**config.mk**
```make
export PLATFORM = sky130hd
export DESIGN_NAME = dacq_quad_dac
export DESIGN_NICKNAME = d
export VERILOG_FILES = /design/src/rtl/dacq_pkg.sv /design/src/rtl/dacq_regdec.sv /design/src/rtl/dacq_range.sv /design/src/rtl/dacq_chan.sv /design/src/rtl/dacq_quad_dac.sv
export SDC_FILE = /design/constraint.sdc
export NUM_CORES = 1
export LEC_CHECK = 0
export BUFFER_PORTS_ARGS = -buffer_cell sky130_fd_sc_hd__buf_2
export CAP_MARGIN = 20
export CORE_MARGIN = 2
export CORE_UTILIZATION = 40
export CTS_CLUSTER_DIAMETER = 50
export DETAILED_ROUTE_END_ITERATION = 10
export PLACE_DENSITY_LB_ADDON = 0.1
export RECOVER_POWER = 50
export SLEW_MARGIN = 25
export SYNTH_ARGS = -nofsm -noshare
export SYNTH_HDL_FRONTEND = slang
export SYNTH_SLANG_ARGS = --single-unit
```
**constraint.sdc**
```tcl
create_clock -name clk -period 2.2 [get_ports clk]
set_input_delay 0.44 -clock clk [delete_from_list [all_inputs] [get_ports clk]]
set_output_delay 0.44 -clock clk [all_outputs]
set_load 0.02 [all_outputs]
```
**src/rtl/dacq_pkg.sv**
```systemverilog
package dacq_pkg;

    localparam int CH_COUNT   = 4;
    localparam int CODE_W     = 12;
    localparam int REG_W      = 16;

    // Range word layout: channel c uses bit (TOP - c)
    localparam int POL_TOP    = 7;
    localparam int GAIN_TOP   = 11;

    // Mode word layout
    localparam int MODE_EN_BIT  = 1;
    localparam int MODE_BUF_BIT = 0;

    // Byte offsets
    localparam int OFS_MODE    = 'h02;
    localparam int OFS_RANGE   = 'h12;
    localparam int OFS_DATA0   = 'h14;
    localparam int DATA_STRIDE = 2;

    typedef logic [CODE_W-1:0] code_t;

    typedef struct packed {
        logic out_en;
        logic staged;
    } mode_t;

    typedef struct packed {
        logic [CH_COUNT-1:0] bip;
        logic [CH_COUNT-1:0] gain;
    } range_t;

    typedef struct packed {
        logic                wr_mode;
        logic                wr_range;
        logic                go_range;
        logic                go_data;
        logic [CH_COUNT-1:0] wr_data;
    } strobe_t;

    function automatic int pol_pos(input int ch);
        return POL_TOP - ch;
    endfunction

    function automatic int gain_pos(input int ch);
        return GAIN_TOP - ch;
    endfunction

    function automatic code_t zero_code(input logic bip);
        return bip ? code_t'(1) << (CODE_W - 1) : '0;
    endfunction

endpackage

```
**src/rtl/dacq_regdec.sv**
```systemverilog
module dacq_regdec
    import dacq_pkg::*;
#(
    parameter int ADDR_W = 6
) (
    input  logic              clk,
    input  logic              rst,
    input  logic              bus_sel,
    input  logic              bus_we,
    input  logic [ADDR_W-1:0] bus_addr,
    output strobe_t           strb
);
    localparam logic [ADDR_W-1:0] A_MODE  = ADDR_W'(OFS_MODE);
    localparam logic [ADDR_W-1:0] A_RANGE = ADDR_W'(OFS_RANGE);

    logic [CH_COUNT-1:0] dwr;

    for (genvar c = 0; c < CH_COUNT; c++) begin : g_dsel
        localparam logic [ADDR_W-1:0] A_DATA = ADDR_W'(OFS_DATA0 + DATA_STRIDE * c);
        assign dwr[c] = bus_sel && bus_we && (bus_addr == A_DATA);
    end

    always_comb begin
        strb          = '0;
        strb.wr_mode  = bus_sel &&  bus_we && (bus_addr == A_MODE);
        strb.wr_range = bus_sel &&  bus_we && (bus_addr == A_RANGE);
        strb.go_data  = bus_sel && !bus_we && (bus_addr == A_MODE);
        strb.go_range = bus_sel && !bus_we && (bus_addr == A_RANGE);
        strb.wr_data  = dwr;
    end

    AST_ONE_STROBE: assert property (@(posedge clk) disable iff (rst)
        $onehot0({strb.wr_mode, strb.wr_range, strb.go_range, strb.go_data, strb.wr_data}));

endmodule

```
**src/rtl/dacq_range.sv**
```systemverilog
module dacq_range
    import dacq_pkg::*;
(
    input  logic             clk,
    input  logic             rst,
    input  strobe_t          strb,
    input  logic [REG_W-1:0] wdata,
    output mode_t            mode,
    output range_t           rng_act
);
    range_t rng_stg;
    range_t rng_in;

    always_comb begin
        rng_in = '0;
        for (int c = 0; c < CH_COUNT; c++) begin
            rng_in.bip[c]  = wdata[pol_pos(c)];
            rng_in.gain[c] = wdata[gain_pos(c)];
        end
    end

    always_ff @(posedge clk) begin
        if (rst) begin
            mode    <= '0;
            rng_stg <= '0;
            rng_act <= '0;
        end else begin
            if (strb.wr_mode) begin
                mode.out_en <= wdata[MODE_EN_BIT];
                mode.staged <= wdata[MODE_BUF_BIT];
            end
            if (strb.wr_range) rng_stg <= rng_in;
            if (strb.go_range) rng_act <= rng_stg;
        end
    end

    AST_RANGE_HOLD: assert property (@(posedge clk) disable iff (rst)
        !strb.go_range |=> $stable(rng_act));
    AST_RANGE_LOAD: assert property (@(posedge clk) disable iff (rst)
        strb.go_range |=> rng_act == $past(rng_stg));
    AST_MODE_HOLD: assert property (@(posedge clk) disable iff (rst)
        !strb.wr_mode |=> $stable(mode));

endmodule

```
**src/rtl/dacq_chan.sv**
```systemverilog
module dacq_chan
    import dacq_pkg::*;
(
    input  logic             clk,
    input  logic             rst,
    input  logic             wr,
    input  logic             go,
    input  logic             staged,
    input  logic [REG_W-1:0] wdata,
    output code_t            act
);
    code_t stg;
    code_t din;

    assign din = wdata[CODE_W-1:0];

    always_ff @(posedge clk) begin
        if (rst) begin
            stg <= '0;
            act <= '0;
        end else begin
            if (wr) stg <= din;
            if (go)
                act <= stg;
            else if (wr && !staged)
                act <= din;
        end
    end

    AST_BUF_HOLD: assert property (@(posedge clk) disable iff (rst)
        (wr && staged) |=> $stable(act));
    AST_DATA_COMMIT: assert property (@(posedge clk) disable iff (rst)
        go |=> act == $past(stg));
    AST_DIRECT_LOAD: assert property (@(posedge clk) disable iff (rst)
        (wr && !staged) |=> act == $past(wdata[CODE_W-1:0]));
    AST_IDLE_HOLD: assert property (@(posedge clk) disable iff (rst)
        (!wr && !go) |=> $stable(act));

endmodule

```
**src/rtl/dacq_quad_dac.sv**
```systemverilog
module dacq_quad_dac
    import dacq_pkg::*;
#(
    parameter int ADDR_W = 6
) (
    input  logic                       clk,
    input  logic                       rst,
    input  logic                       bus_sel,
    input  logic                       bus_we,
    input  logic [ADDR_W-1:0]          bus_addr,
    input  logic [REG_W-1:0]           bus_wdata,
    output logic [CH_COUNT*CODE_W-1:0] dac_code,
    output logic [CH_COUNT-1:0]        dac_bipolar,
    output logic [CH_COUNT-1:0]        dac_gain,
    output logic                       dac_enable
);
    strobe_t strb;
    mode_t   mode;
    range_t  rng_act;

    dacq_regdec #(.ADDR_W(ADDR_W)) u_dec (
        .clk      (clk),
        .rst      (rst),
        .bus_sel  (bus_sel),
        .bus_we   (bus_we),
        .bus_addr (bus_addr),
        .strb     (strb)
    );

    dacq_range u_rng (
        .clk     (clk),
        .rst     (rst),
        .strb    (strb),
        .wdata   (bus_wdata),
        .mode    (mode),
        .rng_act (rng_act)
    );

    for (genvar c = 0; c < CH_COUNT; c++) begin : g_ch
        code_t act;

        dacq_chan u_ch (
            .clk    (clk),
            .rst    (rst),
            .wr     (strb.wr_data[c]),
            .go     (strb.go_data),
            .staged (mode.staged),
            .wdata  (bus_wdata),
            .act    (act)
        );

        assign dac_code[c*CODE_W +: CODE_W] =
            mode.out_en ? act : zero_code(rng_act.bip[c]);

        AST_ZERO_FORCE: assert property (@(posedge clk) disable iff (rst)
            !dac_enable |-> dac_code[c*CODE_W +: CODE_W-1] == '0);
    end

    assign dac_bipolar = rng_act.bip;
    assign dac_gain    = rng_act.gain;
    assign dac_enable  = mode.out_en;

endmodule

```
==> results.py <==
metrics = {
    "yosys": {
        "synthTopCellsByCount": "114 x dfxtp_1, 107 x clkbuf_1, 106 x nand4_1, 106 x o31ai_1, 66 x a21oi_1",
        "synthFlopType": "dfxtp_1",
        "synth_area_per_cell_um2": 8.32,
        "postSynthRegisterBits": 114,
        "synth_largest_area_cell": "dfxtp_1",
        "syn-num-nets": 720,
        "number_of_enable_flip_flop_cells_after_synthesis": 0,
        "synth_top_area_share_pct": 39.5,
        "netlist_top_cells_area": "dfxtp_1 40%, o31ai_1 14%, nand4_1 11%",
        "yosys.cell_count.top_type": "dfxtp_1",
        "ys_types": 27,
        "gate_count_of_the_mapped_netlist": 694,
        "synth_sequential_area_ratio_pct": 39.5,
        "number_of_warning_messages_in_the_yosys_log": 0,
        "synth-async-reset-ratio_pct": 0,
        "post_synthesis_cell_area_um2": 5780,
    },
    "setup_path": {
        "r2r.worst_path.cells": 4,
        "crit_path_arrival_time_ns": 2.27,
        "critical_path_required_ns": 2.51,
        "worstPathMaxFanout": 104,
        "setup.worst_path.end_class": "register",
        "worstSetupPathType": "in2reg",
        "cp-start-kind": "input port",
    },
    "grt": {
        "largest_net_degree_at_the_start_of_global_routing": 115,
        "grt_pass1_wl_um": 30600,
        "grt_use_total_pct": 25.7,
        "number_of_antenna_violations_at_the_first_check_in_global_routing": 0,
        "number_of_global_route_vias_before_repair": 5496,
        "globalRoute.totalOverflow": 0,
    },
    "sta": {
        "unrepaired_setup_endpoints_after_global_routing": "false",
        "report.final.hold_viol_count": 0,
        "skew_ns": 0.00603,
        "crit_share_post_route_pct": 89.1,
        "layout_min_cycle_time_ns": 1.96,
        "relSlewSlack_pct": 17.6,
        "setup-violations-final": 0,
        "worst_pin_slew_ns": 1.24,
        "timing.hold.ws_ns": 0.377,
        "fmaxAchievable_ghz": 0.510,
        "fin_tns_setup_ns": 0,
        "timing.final.max_slew_violations": 0,
    },
    "worst_hold_path": {
        "hold_class": "in2reg",
        "whs_path_depth": 3,
    },
    "drt": {
        "vias": 5868,
        "wl_per_cell_um": 21.5,
        "detail-route-antenna-nets": 0,
        "wl_um": 19400,
        "drt_drc_violations_left": 0,
        "routed_via_density": 6.51,
        "dr.first_iter.drc_count": 879,
        "drt_first_pass_iters": 5,
    },
    "finish": {
        "antennaDiodeCount": 0,
        "fill_cells": 1378,
        "area_growth_syn_to_layout_pct": 17.9,
        "nets": 735,
        "ratio_of_cells_with_drive_above_1_in_the_final_layout_pct": 20.1,
        "final_core_utilization_pct": 48.7,
    },
    "cts": {
        "clk_pin_slew_worst_paths_ns": 0.05,
        "clock_latency_ns": 0.41,
        "holdBufCountCts": 0,
        "cts_num_sinks": 114,
        "cts_tree": "built",
        "post-cts-setup-buffer-count": 0,
        "clock_tree.htree_level_count": 4,
        "ctsRootBufferMaster": "clkbuf_16",
        "cts_resized": 0,
        "tritoncts.num_buffers": 17,
        "clock_path_buffers": 2,
    },
    "power_and_ir_drop": {
        "power.leakage_nw": 2.18,
        "power_per_cell_area_nw_per_um2": 729,
        "ir_worst_vdd_mv": 0.504,
    },
    "outcome": {
        "run_status": "completed",
    },
    "die": {
        "chipHeight_um": 124,
        "core-area_um2": 14000,
        "initial_core_utilization_pct": 41.3,
        "floorplan.rows": 43,
        "total_die_area_um2": 15400,
        "die_w_um": 124,
        "num_io_pins": 83,
    },
    "place": {
        "final_weighted_congestion_in_routability_driven_placement": 0.776,
        "place.detailed.hpwl_um": 10700,
        "io_buffers": 78,
    },
    "run": {
        "drv_cap": 0,
    },
}
==> worst max-delay path, stage by stage <==
cell and delay, ns:
clkbuf_1 0.16, nand4b_1 0.14, clkbuf_4 0.91, o31ai_1 0.19, a311oi_1 0.34
==> final cells by class <==
type | instances | area [µm²] | area share [%]
Tap cell | 180 | 225 | 3.31
Sequential cell | 114 | 2280 | 33.5
Timing Repair Buffer | 114 | 723 | 10.6
Clock buffer | 26 | 499 | 7.33
Multi-Input combinational cell | 462 | 3050 | 44.8
Clock inverter | 5 | 27.5 | 0.404
==> placed cells by master, fill, tap and decap left out, types with 2 or more instances in the layout <==
cell / n
a311oi_1: 48
nand3_1: 8
buf_2: 67
clkbuf_16: 17
buf_4: 29
o31ai_1: 106
o21ai_0: 8
nor2b_1: 4
mux2_2: 4
a21oi_1: 66
nor3_1: 48
and2_1: 44
buf_12: 6
clkbuf_8: 4
nand2b_1: 4
clkbuf_1: 15
clkinv_2: 4
dfxtp_1: 114
nand2b_2: 2
nand4_1: 106
==> kinds of logic (layout without fill, tap and decap cells) <==
kind of cell / count (synthesis) / count (layout) / synth area share (%)
buf+inv: 118 / 145 / 8.17
mux: 4 / 4 / 0.780
compound gates: 228 / 228 / 27.5
flops: 114 / 114 / 39.5
simple gates: 230 / 230 / 24.1
==> per-stage QoR <==
stage | worst slack [ns] | power, W | instances | area, µm²
2_1_floorplan | 0.286 | 0.00235 | 694 | 5780
3_3_place_gp | 0.0877 | 0.00250 | 870 | 6310
3_5_place_dp | 0.0459 | 0.00251 | 870 | 6310
4_1_cts | 0.260 | 0.00499 | 901 | 6840
5_1_grt | 0.130 | 0.00510 | 901 | 6810
6_report | 0.240 | 0.00496 | 901 | 6810
==> routing by layer <==
metal	global-route usage [%]	vias to the layer above	part of all wire [%]
met5	0	-	0
met4	9.41	0	2.3
met3	4.21	29	7.0
met2	39.0	226	45
met1	36.8	2861	45
li1	-	2752	-
==> sequential cells by signal, summed over array words and instances, names as in the netlist <==
| name | count |
|---|---|
| g_ch.u_ch.act | 48 |
| g_ch.u_ch.stg | 48 |
| u_rng.rng_stg | 8 |
| u_rng.rng_act | 8 |
| u_rng.mode | 2 |
==> final timing paths <==
path / startpoint / to / slack [ns]
worst max register to register: u_rng.mode[0]$_SDFFE_PP0P_ / g_ch[1].u_ch.act[6]$_SDFFE_PP0P_ / 0.58
worst max-delay path: bus_addr[5] / g_ch[2].u_ch.act[0]$_SDFFE_PP0P_ / 0.24
worst min register to register: g_ch[3].u_ch.stg[9]$_SDFFE_PP0P_ / g_ch[3].u_ch.stg[9]$_SDFFE_PP0P_ / 0.47
worst min-delay path: bus_wdata[11] / u_rng.rng_stg[0]$_SDFFE_PP0P_ / 0.38
==> power breakdown <==
part	switching, W	internal [W]	leakage (nW)
Combinational	0.000307	0.0000850	0.998
Sequential	0.00000417	0.00207	0.918
Clock	0.000950	0.00154	0.260
Power figures use the tool's default switching activity.
